[config.mk]
export PLATFORM = sky130hd
export DESIGN_NAME = stress_est
export DESIGN_NICKNAME = d
export VERILOG_FILES = /design/src/rtl/se_pkg.sv /design/src/rtl/se_group_cnt.sv /design/src/rtl/se_quant.sv /design/src/rtl/se_charge.sv /design/src/rtl/stress_est.sv
export SDC_FILE = /design/constraint.sdc
export NUM_CORES = 1
export LEC_CHECK = 0
export BUFFER_PORTS_ARGS = -buffer_cell sky130_fd_sc_hd__buf_2
export CAP_MARGIN = 15
export CORE_ASPECT_RATIO = 2
export CORE_MARGIN = 2
export CORE_UTILIZATION = 60
export CTS_CLUSTER_SIZE = 24
export DETAILED_ROUTE_END_ITERATION = 8
export PLACE_DENSITY = 0.78
export SKIP_CTS_REPAIR_TIMING = 1
export SLEW_MARGIN = 20
export SYNTH_ARGS = -nofsm -noshare
export SYNTH_HDL_FRONTEND = slang
export SYNTH_HIERARCHICAL = 1
export SYNTH_SLANG_ARGS = --single-unit
[constraint.sdc]
create_clock -name clk -period 8.8 [get_ports clk]
set_clock_uncertainty 0.2 [all_clocks]
set_input_delay 0.88 -clock clk [delete_from_list [all_inputs] [get_ports clk]]
set_output_delay 0.88 -clock clk [all_outputs]
set_load 0.005 [all_outputs]
[src/rtl/se_pkg.sv]
package se_pkg;

   localparam int unsigned SCALE_FRAC = 4;

   function automatic int unsigned lat_of(int unsigned g, int unsigned q, int unsigned ngrp,
                                          int unsigned tmin, int unsigned qstep, int unsigned gstep);
      return tmin + q * (qstep + (ngrp - 1 - g) * gstep);
   endfunction

   function automatic int unsigned ceil_div(int unsigned a, int unsigned b);
      return (a + b - 1) / b;
   endfunction

   // Over-RESET scale in sixteenths, grown by growth/16 per step of k.
   function automatic int unsigned scale_of(int unsigned k, int unsigned growth);
      int unsigned s;
      s = 1 << SCALE_FRAC;
      for (int unsigned i = 0; i < k; i++) s = (s * growth + (1 << (SCALE_FRAC - 1))) >> SCALE_FRAC;
      return s;
   endfunction

endpackage

[src/rtl/se_group_cnt.sv]
module se_group_cnt #(
   parameter int GRP_W     = 3,
   parameter int CNT_W     = 7,
   parameter int BL_HEIGHT = 64,
   localparam int NGRP     = 1 << GRP_W
) (
   input  logic                           clk,
   input  logic                           rst_n,
   input  logic                           wr_en,
   input  logic [GRP_W-1:0]               wr_grp,
   input  logic                           ld_en,
   input  logic [GRP_W-1:0]               ld_grp,
   input  logic [CNT_W-1:0]               ld_lrs,
   input  logic [CNT_W-1:0]               ld_hrs,
   output logic [CNT_W-1:0]               inc_lrs,
   output logic [CNT_W-1:0]               inc_hrs,
   output logic [NGRP-1:0][CNT_W-1:0]     cnt_lrs,
   output logic [NGRP-1:0][CNT_W-1:0]     cnt_hrs
);

   localparam logic [CNT_W-1:0] CAP = CNT_W'(BL_HEIGHT);

   logic [CNT_W-1:0] lrs_q [NGRP];
   logic [CNT_W-1:0] hrs_q [NGRP];
   logic [CNT_W-1:0] ld_lrs_c, ld_hrs_c;

   function automatic logic [CNT_W-1:0] bump(input logic [CNT_W-1:0] v);
      return (v >= CAP) ? CAP : v + 1'b1;
   endfunction

   always_comb begin
      inc_lrs  = bump(lrs_q[wr_grp]);
      inc_hrs  = bump(hrs_q[wr_grp]);
      ld_lrs_c = (ld_lrs > CAP) ? CAP : ld_lrs;
      ld_hrs_c = (ld_hrs > CAP) ? CAP : ld_hrs;
      for (int i = 0; i < NGRP; i++) begin
         cnt_lrs[i] = lrs_q[i];
         cnt_hrs[i] = hrs_q[i];
      end
   end

   always_ff @(posedge clk or negedge rst_n) begin
      if (!rst_n) begin
         for (int i = 0; i < NGRP; i++) begin
            lrs_q[i] <= '0;
            hrs_q[i] <= '0;
         end
      end else begin
         for (int i = 0; i < NGRP; i++) begin
            if (ld_en && ld_grp == GRP_W'(i)) begin
               lrs_q[i] <= ld_lrs_c;
               hrs_q[i] <= ld_hrs_c;
            end else if (wr_en && wr_grp == GRP_W'(i)) begin
               lrs_q[i] <= inc_lrs;
               hrs_q[i] <= inc_hrs;
            end
         end
      end
   end

endmodule

[src/rtl/se_quant.sv]
module se_quant #(
   parameter int CNT_W = 7,
   parameter int Q_W   = 3,
   parameter int QSH   = 3
) (
   input  logic [CNT_W-1:0] cnt,
   output logic [Q_W-1:0]   q
);

   localparam logic [CNT_W-1:0] QMAX = CNT_W'((1 << Q_W) - 1);

   logic [CNT_W-1:0] shifted;

   always_comb begin
      shifted = cnt >> QSH;
      q       = (shifted > QMAX) ? QMAX[Q_W-1:0] : shifted[Q_W-1:0];
   end

endmodule

[src/rtl/se_charge.sv]
module se_charge #(
   parameter int GRP_W     = 3,
   parameter int Q_W       = 3,
   parameter int LAT_W     = 8,
   parameter int EW_W      = 8,
   parameter int T_MIN     = 16,
   parameter int Q_STEP    = 4,
   parameter int G_STEP    = 2,
   parameter int GROWTH_Q4 = 32
) (
   input  logic [GRP_W-1:0] grp,
   input  logic [Q_W-1:0]   ql,
   input  logic [Q_W-1:0]   qh,
   output logic [LAT_W-1:0] lat,
   output logic [EW_W-1:0]  ew
);

   localparam int NGRP   = 1 << GRP_W;
   localparam int NQ     = 1 << Q_W;
   localparam int BASE_W = 16;
   localparam int SCL_W  = 32;
   localparam int PRD_W  = BASE_W + SCL_W;
   localparam int unsigned T_LONG = se_pkg::lat_of(0, NQ - 1, NGRP, T_MIN, Q_STEP, G_STEP);
   localparam logic [PRD_W-1:0] EW_MAX = PRD_W'((1 << EW_W) - 1);
   localparam logic [PRD_W-1:0] RND    = PRD_W'((1 << se_pkg::SCALE_FRAC) - 1);

   logic [LAT_W-1:0]  lat_rom   [NGRP][NQ];
   logic [BASE_W-1:0] base_rom  [NGRP][NQ];
   logic [SCL_W-1:0]  scale_rom [NQ];

   for (genvar g = 0; g < NGRP; g++) begin : g_row
      for (genvar q = 0; q < NQ; q++) begin : g_col
         localparam int unsigned T = se_pkg::lat_of(g, q, NGRP, T_MIN, Q_STEP, G_STEP);
         assign lat_rom[g][q]  = LAT_W'(T);
         assign base_rom[g][q] = BASE_W'(se_pkg::ceil_div(T_LONG * T_LONG, T * T));
      end
   end

   for (genvar k = 0; k < NQ; k++) begin : g_scale
      assign scale_rom[k] = SCL_W'(se_pkg::scale_of(k, GROWTH_Q4));
   end

   logic [Q_W:0]       qsum;
   logic [Q_W-1:0]     kidx;
   logic [PRD_W-1:0]   prod;
   logic [PRD_W-1:0]   raw;

   always_comb begin
      qsum = {1'b0, ql} + {1'b0, qh};
      kidx = (qsum > (Q_W+1)'(NQ - 1)) ? Q_W'(qsum - (Q_W+1)'(NQ - 1)) : '0;
      prod = PRD_W'(base_rom[grp][ql]) * PRD_W'(scale_rom[kidx]);
      raw  = (prod + RND) >> se_pkg::SCALE_FRAC;
      lat  = lat_rom[grp][ql];
      ew   = (raw > EW_MAX) ? EW_MAX[EW_W-1:0] : raw[EW_W-1:0];
   end

endmodule

[src/rtl/stress_est.sv]
module stress_est #(
   parameter int ROW_W     = 9,
   parameter int GRP_W     = 3,
   parameter int BL_HEIGHT = 64,
   parameter int Q_W       = 3,
   parameter int LAT_W     = 8,
   parameter int EW_W      = 8,
   parameter int T_MIN     = 16,
   parameter int Q_STEP    = 4,
   parameter int G_STEP    = 2,
   parameter int GROWTH_Q4 = 32,
   localparam int CNT_W    = $clog2(BL_HEIGHT + 1)
) (
   input  logic             clk,
   input  logic             rst_n,
   input  logic             wr_req,
   input  logic [ROW_W-1:0] wr_row,
   input  logic             prof_load,
   input  logic [GRP_W-1:0] prof_grp,
   input  logic [CNT_W-1:0] prof_lrs,
   input  logic [CNT_W-1:0] prof_hrs,
   output logic             out_valid,
   output logic [LAT_W-1:0] out_lat,
   output logic [EW_W-1:0]  out_ew
);

   localparam int NGRP = 1 << GRP_W;
   localparam int NQ   = 1 << Q_W;
   localparam int QSH  = $clog2(BL_HEIGHT) - Q_W;
   localparam int unsigned T_LONG = se_pkg::lat_of(0, NQ - 1, NGRP, T_MIN, Q_STEP, G_STEP);

   if ((1 << $clog2(BL_HEIGHT)) != BL_HEIGHT || BL_HEIGHT < NQ) begin : g_bad_height
      $error("BL_HEIGHT must be a power of two no smaller than 2**Q_W");
   end
   if (ROW_W < GRP_W) begin : g_bad_row
      $error("ROW_W must cover the group bits");
   end
   if (T_MIN < 1 || T_LONG >= (1 << LAT_W)) begin : g_bad_lat
      $error("latency table does not fit LAT_W or has a zero entry");
   end

   logic [GRP_W-1:0]              wr_grp;
   logic [CNT_W-1:0]              inc_lrs, inc_hrs;
   logic [NGRP-1:0][CNT_W-1:0]    cnt_lrs, cnt_hrs;
   logic [Q_W-1:0]                ql_d, qh_d;
   logic                          s1_v;
   logic [GRP_W-1:0]              s1_grp;
   logic [Q_W-1:0]                s1_ql, s1_qh;
   logic [LAT_W-1:0]              lat_c;
   logic [EW_W-1:0]               ew_c;

   assign wr_grp = wr_row[ROW_W-1 -: GRP_W];

   se_group_cnt #(.GRP_W(GRP_W), .CNT_W(CNT_W), .BL_HEIGHT(BL_HEIGHT)) cnt_i (
      .clk(clk), .rst_n(rst_n),
      .wr_en(wr_req), .wr_grp(wr_grp),
      .ld_en(prof_load), .ld_grp(prof_grp), .ld_lrs(prof_lrs), .ld_hrs(prof_hrs),
      .inc_lrs(inc_lrs), .inc_hrs(inc_hrs),
      .cnt_lrs(cnt_lrs), .cnt_hrs(cnt_hrs)
   );

   se_quant #(.CNT_W(CNT_W), .Q_W(Q_W), .QSH(QSH)) qlrs_i (.cnt(inc_lrs), .q(ql_d));
   se_quant #(.CNT_W(CNT_W), .Q_W(Q_W), .QSH(QSH)) qhrs_i (.cnt(inc_hrs), .q(qh_d));

   always_ff @(posedge clk or negedge rst_n) begin
      if (!rst_n) begin
         s1_v   <= 1'b0;
         s1_grp <= '0;
         s1_ql  <= '0;
         s1_qh  <= '0;
      end else begin
         s1_v <= wr_req;
         if (wr_req) begin
            s1_grp <= wr_grp;
            s1_ql  <= ql_d;
            s1_qh  <= qh_d;
         end
      end
   end

   se_charge #(
      .GRP_W(GRP_W), .Q_W(Q_W), .LAT_W(LAT_W), .EW_W(EW_W),
      .T_MIN(T_MIN), .Q_STEP(Q_STEP), .G_STEP(G_STEP), .GROWTH_Q4(GROWTH_Q4)
   ) charge_i (
      .grp(s1_grp), .ql(s1_ql), .qh(s1_qh), .lat(lat_c), .ew(ew_c)
   );

   always_ff @(posedge clk or negedge rst_n) begin
      if (!rst_n) begin
         out_valid <= 1'b0;
         out_lat   <= '0;
         out_ew    <= '0;
      end else begin
         out_valid <= s1_v;
         if (s1_v) begin
            out_lat <= lat_c;
            out_ew  <= ew_c;
         end
      end
   end

endmodule

==> summary.md, run 1 <==
| Metric | Value |
|---|---|
| Status | finished clean |
| Worst-margin pin slew | 1.000 ns |
| Die W | 100.4 µm |
| Post-Syn Area | 11,140 µm² |
| First-pass GRT wire length | 52,540 µm |
| CTS buffer count | 17 |
| Row count | 70 |
| Mean Syn Cell Area | 8.920 µm² |
| ANT cells | 0 |
| Crit end category | flip-flop |
| Initial Util | 0.6115 |
| Setup slack at placement | 1.240 ns |
| Synth Warn # | 6 |
| CP required | 8.91 ns |
| Cells after DPL | 1,446 |
| Final net count | 1,389 |
| Hold Path Class | in -> async |
| H-tree depth | 4 |
| Post-route clock period utilization | 0.8685 |
| CTS tree | built |
| P&R area growth vs syn | 8.120% |
| Share of layout cells above drive strength 1 | 0.1417 |
| RSZ-0062 raised after global routing | no |
| Slew Viols, Final | 0 |
| Max Fclk | 0.1308 GHz |
| CTS max path bufs | 2 |
| GRT Total Usage | 0.3461 |
| Final hold vios | 0 |
| CP Launch Type | flip-flop |
| Post-layout util | 0.6612 |
| Slowest stage cell, crit path | fa_1 |
| Final ANT Viol Nets | 0 |
| R2R setup slack | 1.16 ns |
| Final setup viols | 0 |
| Mapped Nets | 1,388 |
| DR WL/cell | 22.38 µm |
| Mapped Cells | 1,249 |
| Clk Latency, worst-skew pair | 0.43 ns |
| FF-to-FF End | out_ew[5]$_DFFE_PN0P_ |
| Worst setup margin | 1.157 ns |
| Initial antenna violation count | 0 |
| # DRC | 0 |
| Crit path time final | 7.643 ns |
| Tightest hold margin | 0.2378 ns |
| Drt via density | 6.797 |
| Clock-pin transition on the worst setup and hold timing paths | 0.06 ns |
| Max Cap Viol | 0 |
| Pin count of the biggest net entering global routing | 78 |
| RePlAce Congestion | 0.9771 |
| Worst r2r src | s1_ql[0]$_DFFE_PN0P_ |
| PD cells | 285.1 nW/µm² |
| CP peak stage delay | 0.54 ns |
| Peak supply drop | 238.6 µV |
| CORE AREA | 18,220 µm² |
| Total clock sinks | 139 |
| Worst Reg-to-Reg Cells | 26 |
| Arr. time, crit path | 7.76 ns |
| Worst rel slew slack | 0.3315 |
| Non-Filler Instances | 1,479 |
| Via count | 10,050 |
| Pleak | 0.005503 µW |
| Vias in the first global route | 10,100 |
| DR iter-0 viols | 842 |
| WL final | 33,100 µm |
| Die area | 19,740 µm² |
| Post-DP HPWL | 23,180 µm |
| TNS Setup | 0 ns |
| Clk root buf | clkbuf_16 |
| CP max FO | 8 |
| IO Pins | 47 |
| First drt pass iteration count | 7 |
| PortBufs | 40 |
| Crit Path Class | reg -> reg |
| Remaining global-route overflow | 0 |
| Die extent in y | 196.7 µm |
[placed cells by master (no fill, tap or decap), types with 22 or more instances in the layout]
cell	count
o21ai_0	70
buf_2	39
nand2b_1	22
fa_1	32
mux2_2	24
nand3_1	49
mux2i_1	24
nand2_1	128
a22oi_1	33
dfrtp_1	139
nor2b_1	28
a21oi_1	109
a221oi_1	23
nor2_1	141
inv_1	66
ha_1	77
[worst max-delay path: cells and delay by family, from the launching register on]
kind	cells	cell delay, ns
muxes	2	0.69
buffers and inverters	5	0.25
AOI/OAI and AO/OA	4	0.72
and+or+nand+nor	4	1.11
DFF	1	0.38
xor gates and xnor gates	1	0.37
adders and majority gates	10	3.82
[worst max-delay path by stage]
stage | startpoint | cells past startpoint | slack (ns) | to
after floorplan | s1_ql[0]$_DFFE_PN0P_ | 26 | 1.72 | out_ew[4]$_DFFE_PN0P_
after global placement | s1_ql[0]$_DFFE_PN0P_ | 26 | 1.30 | out_ew[5]$_DFFE_PN0P_
after detailed placement | s1_ql[0]$_DFFE_PN0P_ | 26 | 1.24 | out_ew[1]$_DFFE_PN0P_
after CTS | s1_ql[0]$_DFFE_PN0P_ | 26 | 1.18 | out_ew[5]$_DFFE_PN0P_
after global routing | s1_grp[1]$_DFFE_PN0P_ | 25 | 0.82 | out_ew[5]$_DFFE_PN0P_
final | s1_ql[0]$_DFFE_PN0P_ | 26 | 1.16 | out_ew[5]$_DFFE_PN0P_
[per-layer routing]
layer	global-route usage	wire length [µm]	vias to the layer above
met5	0	0	-
met1	0.3703	11010	4842
met4	0.2476	2521	0
li1	-	-	4456
met3	0.05426	2205	170
met2	0.6058	17360	585
[metrics by stage]
step / total power (µW) / instance area, µm²
floorplan: 2170 / 11140
global placement: 2561 / 11370
detailed placement: 2612 / 11370
CTS: 3421 / 12020
global route: 3663 / 12050
finish: 3435 / 12050
[layout make-up]
class / count / area, µm²
multi-input combinational: 965 / 7027
fill: 1501 / 6172
sequential: 139 / 3478
clock buffer: 21 / 480.5
timing repair buffer: 59 / 369.1
tap: 216 / 270.3
inverter: 68 / 255.2
clock inverter: 11 / 165.2
[where the power goes]
group	switching (µW)	total [µW]	internal (µW)
logic	985	1720	733
clock network	294	797	503
registers	107	920	813
[state kept, by name, summed over array words and instances (netlist names)]
signal         cells
s1_qh              3
s1_grp             3
out_valid          1
out_lat            8
cnt_i/cnt_lrs     56
cnt_i/cnt_hrs     56
s1_v               1
out_ew             8
s1_ql              3
Note: power is estimated with default switching activity, not from simulation.
==> run 2, diff against run 1 <==
--- a/config.mk
+++ b/config.mk
@@ -13,8 +13,9 @@
 export CTS_CLUSTER_SIZE = 24
 export DETAILED_ROUTE_END_ITERATION = 8
 export PLACE_DENSITY = 0.78
+export REMOVE_ABC_BUFFERS = 1
 export SKIP_CTS_REPAIR_TIMING = 1
-export SLEW_MARGIN = 20
+export SLEW_MARGIN = 15
 export SYNTH_ARGS = -nofsm -noshare
 export SYNTH_HDL_FRONTEND = slang
 export SYNTH_HIERARCHICAL = 1
==> run 2 against run 1 <==
Against the previous run:
- sequential power rose by 1%
- count of clock-buffer cells in the layout rose by 3
- sequential share of layout area rose by 0.30 points
- first-iteration DRC count fell by 1.3%
- final cell count fell by 0.14%
- non-clock buffer count fell by 1
==> summary.md, run 2 (synthesis results as in run 1) <==
| Metric | Value |
|---|---|
| CP Launch Type | flip-flop |
| Commonest non-fill, non-tap cell in the layout | nor2_1 |
| Pin count of the biggest net entering global routing | 75 (-3.8%) |
| IO Pins | 47 (unchanged) |
| PortBufs | 40 (unchanged) |
| GRT Total Usage | 0.3513 (+0.005237) |
| Crit end category | flip-flop |
| Max Fclk | 0.1252 GHz (-4.3%) |
| Total clock sinks | 139 (unchanged) |
| Clock-pin transition on the worst setup and hold timing paths | 0.06 ns (about the same) |
| Tightest hold margin | 0.2751 ns (+0.03730 ns) |
| Drt via density | 6.724 (-1.1%) |
| CTS max path bufs | 2 (unchanged) |
| TNS Setup | 0 ns (unchanged) |
| Crit path time final | 7.987 ns (+0.3441 ns) |
| Remaining global-route overflow | 0 (unchanged) |
| P&R area growth vs syn | 6.997% |
| Multi-input gate area | 7027 µm² (unchanged) |
| Commonest cells after routing, fill and taps aside | 141 x nor2_1, 139 x dfrtp_1, 128 x nand2_1 |
| Die W | 100.4 µm (unchanged) |
| Max Cap Viol | 0 (unchanged) |
| R2R setup slack | 0.81 ns (-0.34 ns) |
| Post-route clock period utilization | 0.9076 (+0.03911) |
| FF-to-FF End | out_ew[2]$_DFFE_PN0P_ |
| Clk root buf | clkbuf_16 |
| Initial antenna violation count | 0 (unchanged) |
| ANT cells | 0 (unchanged) |
| RSZ-0062 raised after global routing | no |
| # fillers | 1,564 (+4.2%) |
| Pleak | 0.005452 µW (-0.93%) |
| Die extent in y | 196.7 µm (unchanged) |
| DR iter-0 viols | 831 (-1.3%) |
| Peak supply drop | 165.2 µV (-31%) |
| Register area | 3478 µm² (unchanged) |
| Final net count | 1,388 (-0.072%) |
| Slew Viols, Final | 0 (unchanged) |
| First drt pass iteration count | 5 (-2) |
| CTS tree | built |
| Hold Path Class | in -> async |
| Final hold vios | 0 (unchanged) |
| CP required | 8.91 ns (about the same) |
| DR WL/cell | 22.55 µm (+0.79%) |
| Initial Util | 0.6115 (unchanged) |
| # DRC | 0 (unchanged) |
| Worst r2r src | s1_ql[1]$_DFFE_PN0P_ |
| Post-layout util | 0.6543 (-0.006868) |
| Total design power | 3311 µW (-3.6%) |
| Worst setup startpoint | s1_ql[1]$_DFFE_PN0P_ |
| Status | finished clean |
| Arr. time, crit path | 8.10 ns (+0.34 ns) |
| Vias in the first global route | 10,180 (+0.74%) |
| H-tree depth | 4 (unchanged) |
| Share of layout cells above drive strength 1 | 0.1372 (-0.004533) |
| CP max FO | 19 (+11) |
| WL final | 33,310 µm (+0.65%) |
| Die area | 19,740 µm² (unchanged) |
| Final ANT Viol Nets | 0 (unchanged) |
| PD cells | 277.8 nW/µm² (-2.6%) |
| Crit Path Class | reg -> reg |
| Worst rel slew slack | 0.2668 (-0.06470) |
| CORE AREA | 18,220 µm² (unchanged) |
| Worst-margin pin slew | 1.100 ns (+0.09985 ns) |
| CTS buffer count | 17 (unchanged) |
| First-pass GRT wire length | 52,870 µm (+0.62%) |
| Via count | 9,932 (-1.2%) |
| Final setup viols | 0 (unchanged) |
| Row count | 70 (unchanged) |
| Worst Reg-to-Reg Cells | 25 (-3.8%) |
| Post-DP HPWL | 23,540 µm (+1.6%) |
| RePlAce Congestion | 0.9986 (+2.2%) |
| Clk Latency, worst-skew pair | 0.43 ns (about the same) |
## run 2: critical path: stages (launching register included)
cell and delay [ns]:
dfrtp_1 0.79, fa_1 0.52, ha_1 0.21, xnor3_1 0.38, nor2b_1 0.22, a21oi_1 0.23, or2_2 0.37, fa_1 0.54
inv_1 0.05, fa_1 0.53, ha_1 0.14, inv_1 0.05, fa_1 0.53, inv_1 0.04, ha_1 0.26, inv_1 0.05
fa_1 0.53, inv_1 0.05, ha_1 0.39, o21a_1 0.21, o31ai_4 0.12, a21oi_1 0.17, mux2_1 0.38, nor4_4 0.41
nand4b_1 0.19, mux2_2 0.32
## run 2: how the worst max path moves through the flow
stage	endpoint	slack [ns]	depth (start not counted)
after floorplan	out_ew[4]$_DFFE_PN0P_	1.27	26
after global placement	out_ew[4]$_DFFE_PN0P_	1.09	25
after detailed placement	out_ew[2]$_DFFE_PN0P_	0.90	25
after CTS	out_ew[2]$_DFFE_PN0P_	0.87	25
after global routing	out_ew[2]$_DFFE_PN0P_	0.44	25
final	out_ew[2]$_DFFE_PN0P_	0.81	25
## run 2: metrics by stage
step | area (µm²) | instances | worst slack [ns]
after CTS | 11920 | 1477 | 0.8742
after floorplan | 10750 | 1172 | 1.268
after global routing | 11920 | 1477 | 0.4372
after detailed placement | 11370 | 1446 | 0.8966
after global placement | 11370 | 1446 | 1.092
final | 11920 | 1477 | 0.8133
## run 2: report_power, final
| group | internal [µW] | leakage (µW) | switching (µW) | total, µW |
|---|---|---|---|---|
| clock | 408 | 0.000270 | 280 | 688 |
| sequential | 813 | 0.00172 | 119 | 932 |
| combinational | 727 | 0.00346 | 964 | 1690 |
## run 2: routing by layer
layer / track usage / vias up / routed length, µm
met5: 0 / - / 0
met4: 0.2638 / 0 / 2606
met3: 0.04681 / 164 / 1857
met2: 0.6281 / 479 / 17780
met1: 0.3631 / 4843 / 11070
li1: - / 4446 / -
## run 2: area by class of cell
cell class | instances | area share
clock buffers | 24 | 0.04041
clock inverters | 7 | 0.005563
inverters | 68 | 0.02141
multi-input cells | 965 | 0.5895
flip-flops and latches | 139 | 0.2918
well taps | 216 | 0.02267
repair buffers | 58 | 0.02866
==> run 3, diff against run 2 <==
--- a/config.mk
+++ b/config.mk
@@ -7,12 +7,14 @@
 export LEC_CHECK = 0
 export BUFFER_PORTS_ARGS = -buffer_cell sky130_fd_sc_hd__buf_2
 export CAP_MARGIN = 15
+export CELL_PAD_IN_SITES_DETAIL_PLACEMENT = 2
+export CELL_PAD_IN_SITES_GLOBAL_PLACEMENT = 2
 export CORE_ASPECT_RATIO = 2
 export CORE_MARGIN = 2
-export CORE_UTILIZATION = 60
+export CORE_UTILIZATION = 40
 export CTS_CLUSTER_SIZE = 24
 export DETAILED_ROUTE_END_ITERATION = 8
-export PLACE_DENSITY = 0.78
+export PLACE_DENSITY = 0.82
 export REMOVE_ABC_BUFFERS = 1
 export SKIP_CTS_REPAIR_TIMING = 1
 export SLEW_MARGIN = 15
==> run 3 against run 2 <==
Against the previous run:
- global-route usage decreased by 4.4 points
- combinational power increased by 9%
- sequential share of layout area decreased by 0.58 points
==> summary.md, run 3 (synthesis results as in run 1) <==
| Metric | Value |
|---|---|
| Status | finished clean |
| TNS Setup | 0 ns (unchanged) |
| Pint | 1993 µW (+2.3%) |
| CTS max path bufs | 2 (unchanged) |
| Worst-margin pin slew | 1.061 ns (-0.03872 ns) |
| Crit Path Class | reg -> reg |
| Max Cap Viol | 0 (unchanged) |
| Worst rel slew slack | 0.2926 (+0.02582) |
| CTS tree | built |
| Total design power | 3512 µW (+6.1%) |
| First drt pass iteration count | 5 (unchanged) |
| Row count | 86 (+23%) |
| Post-DP Area | 11,570 µm² (+1.7%) |
| Final setup viols | 0 (unchanged) |
| CP Launch Type | flip-flop |
| # fillers | 3,045 (+95%) |
| Crit path time final | 8.028 ns (+0.04176 ns) |
| Setup slack at placement | 0.8603 ns (-0.03637 ns) |
| RePlAce Congestion | 0.8923 (-11%) |
| CORE AREA | 27,440 µm² (+51%) |
| Worst setup margin | 0.7716 ns (-0.04176 ns) |
| Clk pwr share | 0.215 (+0.007) |
| Remaining global-route overflow | 0 (unchanged) |
| Initial antenna violation count | 0 (unchanged) |
| P&R area growth vs syn | 9.176% |
| Die extent in y | 240.0 µm (+22%) |
| IO Pins | 47 (unchanged) |
| DR iter-0 viols | 536 (-35%) |
| P_sw | 1520 µW (+12%) |
| Total clock sinks | 139 (unchanged) |
| Crit end category | flip-flop |
| DR WL/cell | 26.74 µm (+19%) |
| Pin count of the biggest net entering global routing | 79 (+5.3%) |
| Slowest stage cell, crit path | fa_1 |
| PD cells | 288.8 nW/µm² (+3.9%) |
| Sw frac | 0.4327 (+0.02111) |
| First-pass GRT wire length | 67,100 µm (+27%) |
| Slew Viols, Final | 0 (unchanged) |
| Share of layout cells above drive strength 1 | 0.1431 (+0.005890) |
| CP required | 8.93 ns (+0.02 ns) |
| Post-route clock period utilization | 0.9123 (+0.004746) |
| GRT Total Usage | 0.3071 (-0.04420) |
| # DRC | 0 (unchanged) |
| CP peak stage delay | 0.56 ns (-0.23 ns) |
| CP max FO | 8 (-11) |
| Peak supply drop | 154.4 µV (-6.5%) |
| Hold Path Class | in -> async |
| Final ANT Viol Nets | 0 (unchanged) |
| Logic gate share of total power | 0.523 (+0.012) |
| WL final | 43,240 µm (+30%) |
| RSZ-0062 raised after global routing | no |
| Die W | 122.0 µm (+22%) |
| Via count | 10,220 (+2.8%) |
| ANT cells | 0 (unchanged) |
| Clk Latency, worst-skew pair | 0.46 ns (+0.03 ns) |
| Post-layout util | 0.4433 (-0.2111) |
| Max Fclk | 0.1246 GHz (-0.52%) |
| Pleak | 0.005482 µW (+0.54%) |
| Drt via density | 6.317 (-6.1%) |
| Die area | 29,280 µm² (+48%) |
| Clock-pin transition on the worst setup and hold timing paths | 0.06 ns (about the same) |
| Final net count | 1,391 (+0.22%) |
| Commonest cells after routing, fill and taps aside | 139 x nor2_1, 139 x dfrtp_1, 128 x nand2_1 |
| Final hold vios | 0 (unchanged) |
| PortBufs | 40 (unchanged) |
| Vias in the first global route | 11,740 (+15%) |
| Initial Util | 0.4060 (-0.2055) |
| Arr. time, crit path | 8.16 ns (+0.06 ns) |
| Register area | 3478 µm² (unchanged) |
| Multi-input gate area | 7032 µm² (about the same) |
| H-tree depth | 4 (unchanged) |
| Post-DP HPWL | 30,930 µm (+31%) |
| Part of the power in registers | 0.263 (-0.018) |
| Design Area, Final | 12,160 µm² (+2.0%) |
| Clk root buf | clkbuf_16 |
| CTS buffer count | 17 (unchanged) |
[run 3: changes by cell type in the layout (fill, tap and decap cells not counted), sizes merged]
cell      before  now
clkinv         5    2
clkbuf        24   21
bufinv         1    2
inv           68   73
buf           58   61
clkinvlp       1    2
[run 3: layout make-up]
class,instances,share of cell area
inverter,68,0.02099
multi-input combinational,965,0.5781
tap,352,0.03621
sequential,139,0.2860
clock buffer,21,0.03786
timing repair buffer,61,0.02994
clock inverter,11,0.01090
[run 3: metrics by stage]
stage          cells  hold slack (ns)
5_1_grt         1617           0.2435
2_1_floorplan   1172           0.2684
4_1_cts         1617           0.2486
3_3_place_gp    1585           0.2850
3_5_place_dp    1585           0.2959
6_report        1617           0.2282
[run 3: power by group through the flow]
stage	combinational [µW]	sequential, µW	clock (µW)
2_1_floorplan	1220	917	0
3_3_place_gp	1700	918	0
3_5_place_dp	1820	932	0
4_1_cts	1850	923	767
5_1_grt	2030	943	793
6_report	1840	922	754
[run 3: worst paths after layout]
kind	from	to	slack [ns]	depth (start not counted)
max	s1_ql[0]$_DFFE_PN0P_	out_ew[4]$_DFFE_PN0P_	0.77	26
min	rst_n	cnt_i/cnt_hrs[14]$_DFFE_PN0P_	0.23	1
max reg2reg	s1_ql[0]$_DFFE_PN0P_	out_ew[4]$_DFFE_PN0P_	0.77	26
min reg2reg	out_ew[2]$_DFFE_PN0P_	out_ew[2]$_DFFE_PN0P_	0.31	1
max in group asynchronous	rst_n	cnt_i/cnt_lrs[24]$_DFFE_PN0P_	6.62	2
min in group clk	out_ew[2]$_DFFE_PN0P_	out_ew[2]$_DFFE_PN0P_	0.31	1
[run 3: critical path, delay by kind of cell (launching register included)]
family / cells / cell delay [ns]
flops: 1 / 0.41
simple gates: 4 / 1.25
mux: 2 / 0.68
xor+xnor: 1 / 0.40
fa+ha+maj: 10 / 3.95
buf+inv: 5 / 0.28
compound gates: 4 / 0.74
[run 3: metal layers]
layer | vias to the layer above | global-route usage | wire length (µm)
met2 | 296 | 0.5820 | 24080
li1 | 4443 | - | -
met3 | 178 | 0.04957 | 1475
met5 | - | 0 | 0
met4 | 0 | 0.2198 | 3328
met1 | 5298 | 0.2897 | 14360
